===== config.mk =====
export PLATFORM = sky130hd
export DESIGN_NAME = pio_port8
export DESIGN_NICKNAME = d
export VERILOG_FILES = /design/src/rtl/pio_pkg.sv /design/src/rtl/pio_sync.sv /design/src/rtl/pio_regs.sv /design/src/rtl/pio_readback.sv /design/src/rtl/pio_pinmux.sv /design/src/rtl/pio_port8.sv
export SDC_FILE = /design/constraint.sdc
export NUM_CORES = 1
export LEC_CHECK = 0
export CORE_ASPECT_RATIO = 0.8
export CORE_MARGIN = 1
export CORE_UTILIZATION = 50
export CTS_CLUSTER_DIAMETER = 200
export CTS_CLUSTER_SIZE = 10
export DETAILED_ROUTE_END_ITERATION = 10
export DONT_BUFFER_PORTS = 1
export SLEW_MARGIN = 40
export SYNTH_ARGS = -nofsm -noshare
export SYNTH_HDL_FRONTEND = slang
export SYNTH_SLANG_ARGS = --single-unit

===== constraint.sdc =====
create_clock -name clk -period 1.25 [get_ports clk]
set_input_delay 0.125 -clock clk [delete_from_list [all_inputs] [get_ports clk]]
set_output_delay 0.125 -clock clk [all_outputs]
set_load 0.005 [all_outputs]

===== src/rtl/pio_pkg.sv =====
package pio_pkg;

    typedef enum logic [1:0] {
        MODE_RSVD   = 2'd0,
        MODE_EXP_A  = 2'd1,
        MODE_EXP_B  = 2'd2,
        MODE_SINGLE = 2'd3
    } pio_mode_e;

    function automatic logic mode_is_expanded(input pio_mode_e m);
        return (m == MODE_EXP_A) || (m == MODE_EXP_B);
    endfunction

    localparam int unsigned NUM_STRB = 3;

endpackage


===== src/rtl/pio_sync.sv =====
module pio_sync #(
    parameter int unsigned WIDTH  = 8,
    parameter int unsigned STAGES = 2
) (
    input  logic             clk,
    input  logic             rst_n,
    input  logic [WIDTH-1:0] din,
    output logic [WIDTH-1:0] dout
);

    logic [WIDTH-1:0] stage_q [STAGES];

    always_ff @(posedge clk or negedge rst_n) begin
        if (!rst_n) begin
            stage_q[0] <= '0;
        end else begin
            stage_q[0] <= din;
        end
    end

    generate
        for (genvar s = 1; s < STAGES; s++) begin : g_stage
            always_ff @(posedge clk or negedge rst_n) begin
                if (!rst_n) begin
                    stage_q[s] <= '0;
                end else begin
                    stage_q[s] <= stage_q[s-1];
                end
            end
        end
    endgenerate

    assign dout = stage_q[STAGES-1];

endmodule


===== src/rtl/pio_regs.sv =====
module pio_regs #(
    parameter int unsigned        WIDTH    = 8,
    parameter int unsigned        AW       = 16,
    parameter logic [AW-1:0]      DIR_ADDR = 16'hFFB5,
    parameter logic [AW-1:0]      DAT_ADDR = 16'hFFB7
) (
    input  logic             clk,
    input  logic             rst_n,
    input  logic [AW-1:0]    bus_addr,
    input  logic             bus_wr,
    input  logic [WIDTH-1:0] bus_wdata,
    output logic             hit_dir,
    output logic             hit_dat,
    output logic [WIDTH-1:0] dir_q,
    output logic [WIDTH-1:0] dat_q
);

    assign hit_dir = (bus_addr == DIR_ADDR);
    assign hit_dat = (bus_addr == DAT_ADDR);

    // direction register: write-only, all inputs after reset
    always_ff @(posedge clk or negedge rst_n) begin
        if (!rst_n) begin
            dir_q <= '0;
        end else if (bus_wr && hit_dir) begin
            dir_q <= bus_wdata;
        end
    end

    // output latch: every bit written regardless of direction
    always_ff @(posedge clk or negedge rst_n) begin
        if (!rst_n) begin
            dat_q <= '0;
        end else if (bus_wr && hit_dat) begin
            dat_q <= bus_wdata;
        end
    end

endmodule


===== src/rtl/pio_readback.sv =====
module pio_readback #(
    parameter int unsigned WIDTH     = 8,
    parameter int unsigned TRIG_BITS = 3
) (
    input  logic                 bus_rd,
    input  logic                 hit_dir,
    input  logic                 hit_dat,
    input  logic [WIDTH-1:0]     dir_q,
    input  logic [WIDTH-1:0]     dat_q,
    input  logic [WIDTH-1:0]     pin_sync,
    output logic [WIDTH-1:0]     bus_rdata,
    output logic [TRIG_BITS-1:0] irq_trig
);

    logic [WIDTH-1:0] merged;

    // per bit: latch for outputs, synchronized pin for inputs
    generate
        for (genvar b = 0; b < WIDTH; b++) begin : g_merge
            assign merged[b] = dir_q[b] ? dat_q[b] : pin_sync[b];
        end
    endgenerate

    always_comb begin
        bus_rdata = '0;
        if (bus_rd) begin
            if (hit_dat) begin
                bus_rdata = merged;
            end else if (hit_dir) begin
                bus_rdata = '1;
            end
        end
    end

    assign irq_trig = merged[TRIG_BITS-1:0];

endmodule


===== src/rtl/pio_pinmux.sv =====
module pio_pinmux
    import pio_pkg::*;
#(
    parameter int unsigned WIDTH    = 8,
    parameter int unsigned STRB_LSB = 3
) (
    input  pio_mode_e            mode,
    input  logic [WIDTH-1:0]     dir_q,
    input  logic [WIDTH-1:0]     dat_q,
    input  logic [NUM_STRB-1:0]  strb_n,
    output logic [WIDTH-1:0]     pad_oe,
    output logic [WIDTH-1:0]     pad_out
);

    localparam int unsigned STRB_MSB = STRB_LSB + NUM_STRB - 1;

    logic expanded;
    assign expanded = mode_is_expanded(mode);

    generate
        for (genvar b = 0; b < WIDTH; b++) begin : g_pin
            if (b >= STRB_LSB && b <= STRB_MSB) begin : g_strb
                assign pad_oe[b]  = expanded ? 1'b1 : dir_q[b];
                assign pad_out[b] = expanded ? strb_n[b-STRB_LSB] : dat_q[b];
            end else begin : g_plain
                assign pad_oe[b]  = dir_q[b];
                assign pad_out[b] = dat_q[b];
            end
        end
    endgenerate

endmodule


===== src/rtl/pio_port8.sv =====
module pio_port8
    import pio_pkg::*;
#(
    parameter int unsigned   WIDTH       = 8,
    parameter int unsigned   AW          = 16,
    parameter logic [AW-1:0] DIR_ADDR    = 16'hFFB5,
    parameter logic [AW-1:0] DAT_ADDR    = 16'hFFB7,
    parameter int unsigned   SYNC_STAGES = 2,
    parameter int unsigned   STRB_LSB    = 3,
    parameter int unsigned   TRIG_BITS   = 3
) (
    input  logic                 clk,
    input  logic                 rst_n,
    input  logic [1:0]           mode,
    input  logic [AW-1:0]        bus_addr,
    input  logic                 bus_wr,
    input  logic                 bus_rd,
    input  logic [WIDTH-1:0]     bus_wdata,
    output logic [WIDTH-1:0]     bus_rdata,
    input  logic [WIDTH-1:0]     pad_in,
    output logic [WIDTH-1:0]     pad_oe,
    output logic [WIDTH-1:0]     pad_out,
    input  logic                 strb_rd_n,
    input  logic                 strb_wr_n,
    input  logic                 strb_as_n,
    output logic [TRIG_BITS-1:0] irq_trig
);

    pio_mode_e            mode_e;
    logic [WIDTH-1:0]     dir_q;
    logic [WIDTH-1:0]     dat_q;
    logic [WIDTH-1:0]     pin_sync;
    logic                 hit_dir;
    logic                 hit_dat;
    logic [NUM_STRB-1:0]  strb_n;

    assign mode_e = pio_mode_e'(mode);
    // order: read strobe lowest, then write, then address strobe
    assign strb_n = {strb_as_n, strb_wr_n, strb_rd_n};

    pio_sync #(
        .WIDTH  (WIDTH),
        .STAGES (SYNC_STAGES)
    ) u_sync (
        .clk  (clk),
        .rst_n(rst_n),
        .din  (pad_in),
        .dout (pin_sync)
    );

    pio_regs #(
        .WIDTH   (WIDTH),
        .AW      (AW),
        .DIR_ADDR(DIR_ADDR),
        .DAT_ADDR(DAT_ADDR)
    ) u_regs (
        .clk      (clk),
        .rst_n    (rst_n),
        .bus_addr (bus_addr),
        .bus_wr   (bus_wr),
        .bus_wdata(bus_wdata),
        .hit_dir  (hit_dir),
        .hit_dat  (hit_dat),
        .dir_q    (dir_q),
        .dat_q    (dat_q)
    );

    pio_readback #(
        .WIDTH    (WIDTH),
        .TRIG_BITS(TRIG_BITS)
    ) u_readback (
        .bus_rd   (bus_rd),
        .hit_dir  (hit_dir),
        .hit_dat  (hit_dat),
        .dir_q    (dir_q),
        .dat_q    (dat_q),
        .pin_sync (pin_sync),
        .bus_rdata(bus_rdata),
        .irq_trig (irq_trig)
    );

    pio_pinmux #(
        .WIDTH   (WIDTH),
        .STRB_LSB(STRB_LSB)
    ) u_pinmux (
        .mode   (mode_e),
        .dir_q  (dir_q),
        .dat_q  (dat_q),
        .strb_n (strb_n),
        .pad_oe (pad_oe),
        .pad_out(pad_out)
    );

endmodule


==> flow_metrics.py <==
metrics = {
    "timing": {
        "hold_viol": 0,
        "fin_tns_setup_ns": -0.8912,
        "finalCritPeriodShare_pct": 115.8,
        "drv_slew": 0,
        "rsz0062_at_grt": "true",
        "fin_crit_ns": 1.447,
        "relSlewSlack_pct": 74.99,
        "setup_viol": 8,
        "fmax_mhz": 691.0,
        "fin_skew_ns": 0.0004266,
        "timing.final.ws_setup_ns": -0.1972,
        "tightest_slew_ns": 0.3723,
    },
    "drt": {
        "dr.first_iter.drc_count": 31,
        "drc_errors": 0,
        "antenna_left": 0,
        "firstDrtPassIters": 2,
        "avgRoutedWirePerCell_um": 16.31,
        "vias": 825,
        "drt-total-wl_mm": 2.512,
        "vias_per_cell": 5.357,
    },
    "power_and_ir_drop": {
        "power_mw": 1.962,
        "peakVddDrop_mv": 0.7672,
        "leakagePower_nw": 0.8472,
        "power_switching_uw": 409.1,
        "p_int_mw": 1.553,
        "power_frac_clock_pct": 38.5,
        "seqPwrFrac_pct": 54.3,
        "switching_share_pct": 20.85,
        "pwr-share-comb_pct": 7.2,
        "power_density_nw_per_um2": 1107,
    },
    "layout": {
        "drive_gt1_share_pct": 33.05,
        "nets": 158,
        "antenna_cells": 0,
        "stdcell_count": 154,
        "syn2layout_area_growth_pct": 25.42,
    },
    "placed_design": {
        "dp_cells": 127,
        "dp_hpwl_mm": 1.756,
        "port_buffers": 0,
        "pre_cts_ws_ns": -0.1460,
        "finalWeightedCongestion": 0.6705,
    },
    "min_path": {
        "min_from": "bus_wr",
        "worstHoldPathCells": 2,
        "hp-class": "in -> reg",
    },
    "synth": {
        "ys_ff_latch": 32,
        "avgSynthCellArea_um2": 14.27,
        "syn_nets": 140,
        "synth_cells": 99,
        "ys_warn_count": 0,
        "synth_seq_area_share_pct": 56.69,
        "synth_cell_types": 19,
        "syn_area_um2": 1413,
    },
    "setup_path": {
        "r2r_cells": 1,
        "cp_num_cells": 2,
        "cp_top_family": "flip-flops",
        "path_class": "reg -> out",
        "worstSetupEndpointType": "output port",
        "critPathMaxStageDelay_ns": 0.43,
        "crit_chain": "mux2_4 -> o211a_1",
        "worstPathArrival_ns": 1.32,
        "worstPathRequired_ns": 1.12,
        "crit_buf_inv": 0,
        "crit_fanout": 3,
        "crit_start": "u_regs.dir_q[1]",
        "timing.rr.start": "u_regs.dir_q[6]",
        "cp_slowest_cell": "dfrtp_1",
        "cp-start-kind": "flip-flop",
    },
    "cts": {
        "clk_path_buf_depth": 2,
        "clk_latency_ns": 0.32,
        "cts_tree": "yes",
        "root_buffer": "clkbuf_4",
        "clk_pin_slew_worst_paths_ns": 0.10,
        "htree_levels": 2,
        "clock-sinks": 32,
        "cts_buffers": 5,
    },
    "grt": {
        "grt_pass1_vias": 782,
        "grt-ovfl-total": 0,
        "track_usage_pct": 18.25,
        "antenna_found_initial": 0,
        "grt_pass1_wl_mm": 3.705,
        "grt_max_degree": 33,
    },
    "floorplan": {
        "core_um2": 2562,
        "fp.dieH_um": 49.54,
        "die_area_um2": 3043,
        "die_x_um": 61.43,
        "initial_core_util_pct": 55.13,
        "num_io_pins": 68,
        "rows": 16,
    },
    "run_status": {
        "outcome": "complete, but fails checks",
        "violations": "negative setup slack",
    },
    "flow_run": {
        "drv_cap": 0,
    },
}
==> layout make-up <==
cell class | instances | area, µm²
clock buffer | 6 | 41.29
clock inverter | 2 | 35.03
fill | 198 | 790.8
inverter | 1 | 3.754
multi-input combinational | 56 | 633.1
sequential | 32 | 800.8
tap | 36 | 45.04
timing repair buffer | 21 | 212.7
==> power groups by stage <==
stage	Clock, mW	Sequential, mW	Combinational (mW)
detailed placement	0	1.09	0.0627
global route	0.828	1.07	0.158
CTS	0.786	1.07	0.141
floorplan	0	1.09	0.0495
global placement	0	1.09	0.0621
finish	0.755	1.07	0.141
==> cells in the final DEF (no fill, tap or decap), drive strengths merged, types with 2 or more instances in the layout <==
cell type    synthesis  layout
buf                 10       4
clkbuf               0       6
dfrtp               32      32
dlygate4sd3          0      17
mux2                19      19
mux2i                5       5
nand2                9       9
nand2b               3       3
nand3                5       5
nand4                2       2
nor4                 2       2
o211a                3       3
o21ai                5       5
==> per-stage QoR <==
| step | utilization (%) | area [µm²] | hold slack, ns |
|---|---|---|---|
| final | 69.14 | 1772 | 0.1111 |
| after global placement | 55.96 | 1434 | -0.1698 |
| after detailed placement | 55.96 | 1434 | -0.1700 |
| after floorplan | - | 1449 | -0.1706 |
| after CTS | 67.33 | 1725 | 0.09633 |
| after global routing | 69.14 | 1772 | 0.09252 |
==> kinds of logic (layout without fill, tap and decap cells) <==
logic type / count (synthesis) / after routing / share of synthesized area (%)
compound gates: 8 / 8 / 3.897
xor+xnor: 2 / 2 / 1.240
buf+inv: 11 / 30 / 5.580
flops: 32 / 32 / 56.69
mux: 24 / 24 / 19.22
simple gates: 22 / 22 / 13.37
==> synthesized netlist by cell type (all sizes together) <==
cell type   n  area [µm²]
nand4       2       25.02
mux2i       5       50.05
buf        10       75.07
inv         1       3.750
dfrtp      32       800.8
xor2        1       8.760
o211a       3       30.03
nor4        2       33.78
o21ai       5       25.02
nand2b      3       18.77
mux2       19       221.5
nand3       5       50.04
nand2       9       33.78
xnor2       1       8.760
nand4bb     1       27.53
==> per-layer routing <==
metal	share of wire (%)	GRT usage [%]	up-vias
met5	0	0	-
met4	1.6	11.11	0
met3	7.5	7.087	7
met2	50	26.27	45
met1	41	22.86	396
li1	-	-	377
==> path summary, 6_finish.rpt <==
check	end	slack [ns]
max in group asynchronous	u_sync.dout[5]	0.85
max reg2reg	u_regs.dir_q[6]	0.41
max	bus_rdata[1]	-0.20
min reg2reg	u_sync.dout[3]	0.36
min	u_regs.dir_q[4]	0.11
min in group asynchronous	u_regs.dir_q[1]	0.23
==> flip-flops by register name, indices dropped and copies added, names as in the netlist <==
signal          flops
u_regs.dat_q        8
u_regs.dir_q        8
u_sync.dout         8
u_sync.stage_q      8
==> what timing repair did <==
item	4_1_cts	5_1_grt
buffers inserted	0	1
endpoints found under the hold margin	56	0
pin swaps	0	4
hold buffers	18	0
endpoints found under the setup margin	10	10
resized for setup	9	9
Power figures use the tool's default switching activity.
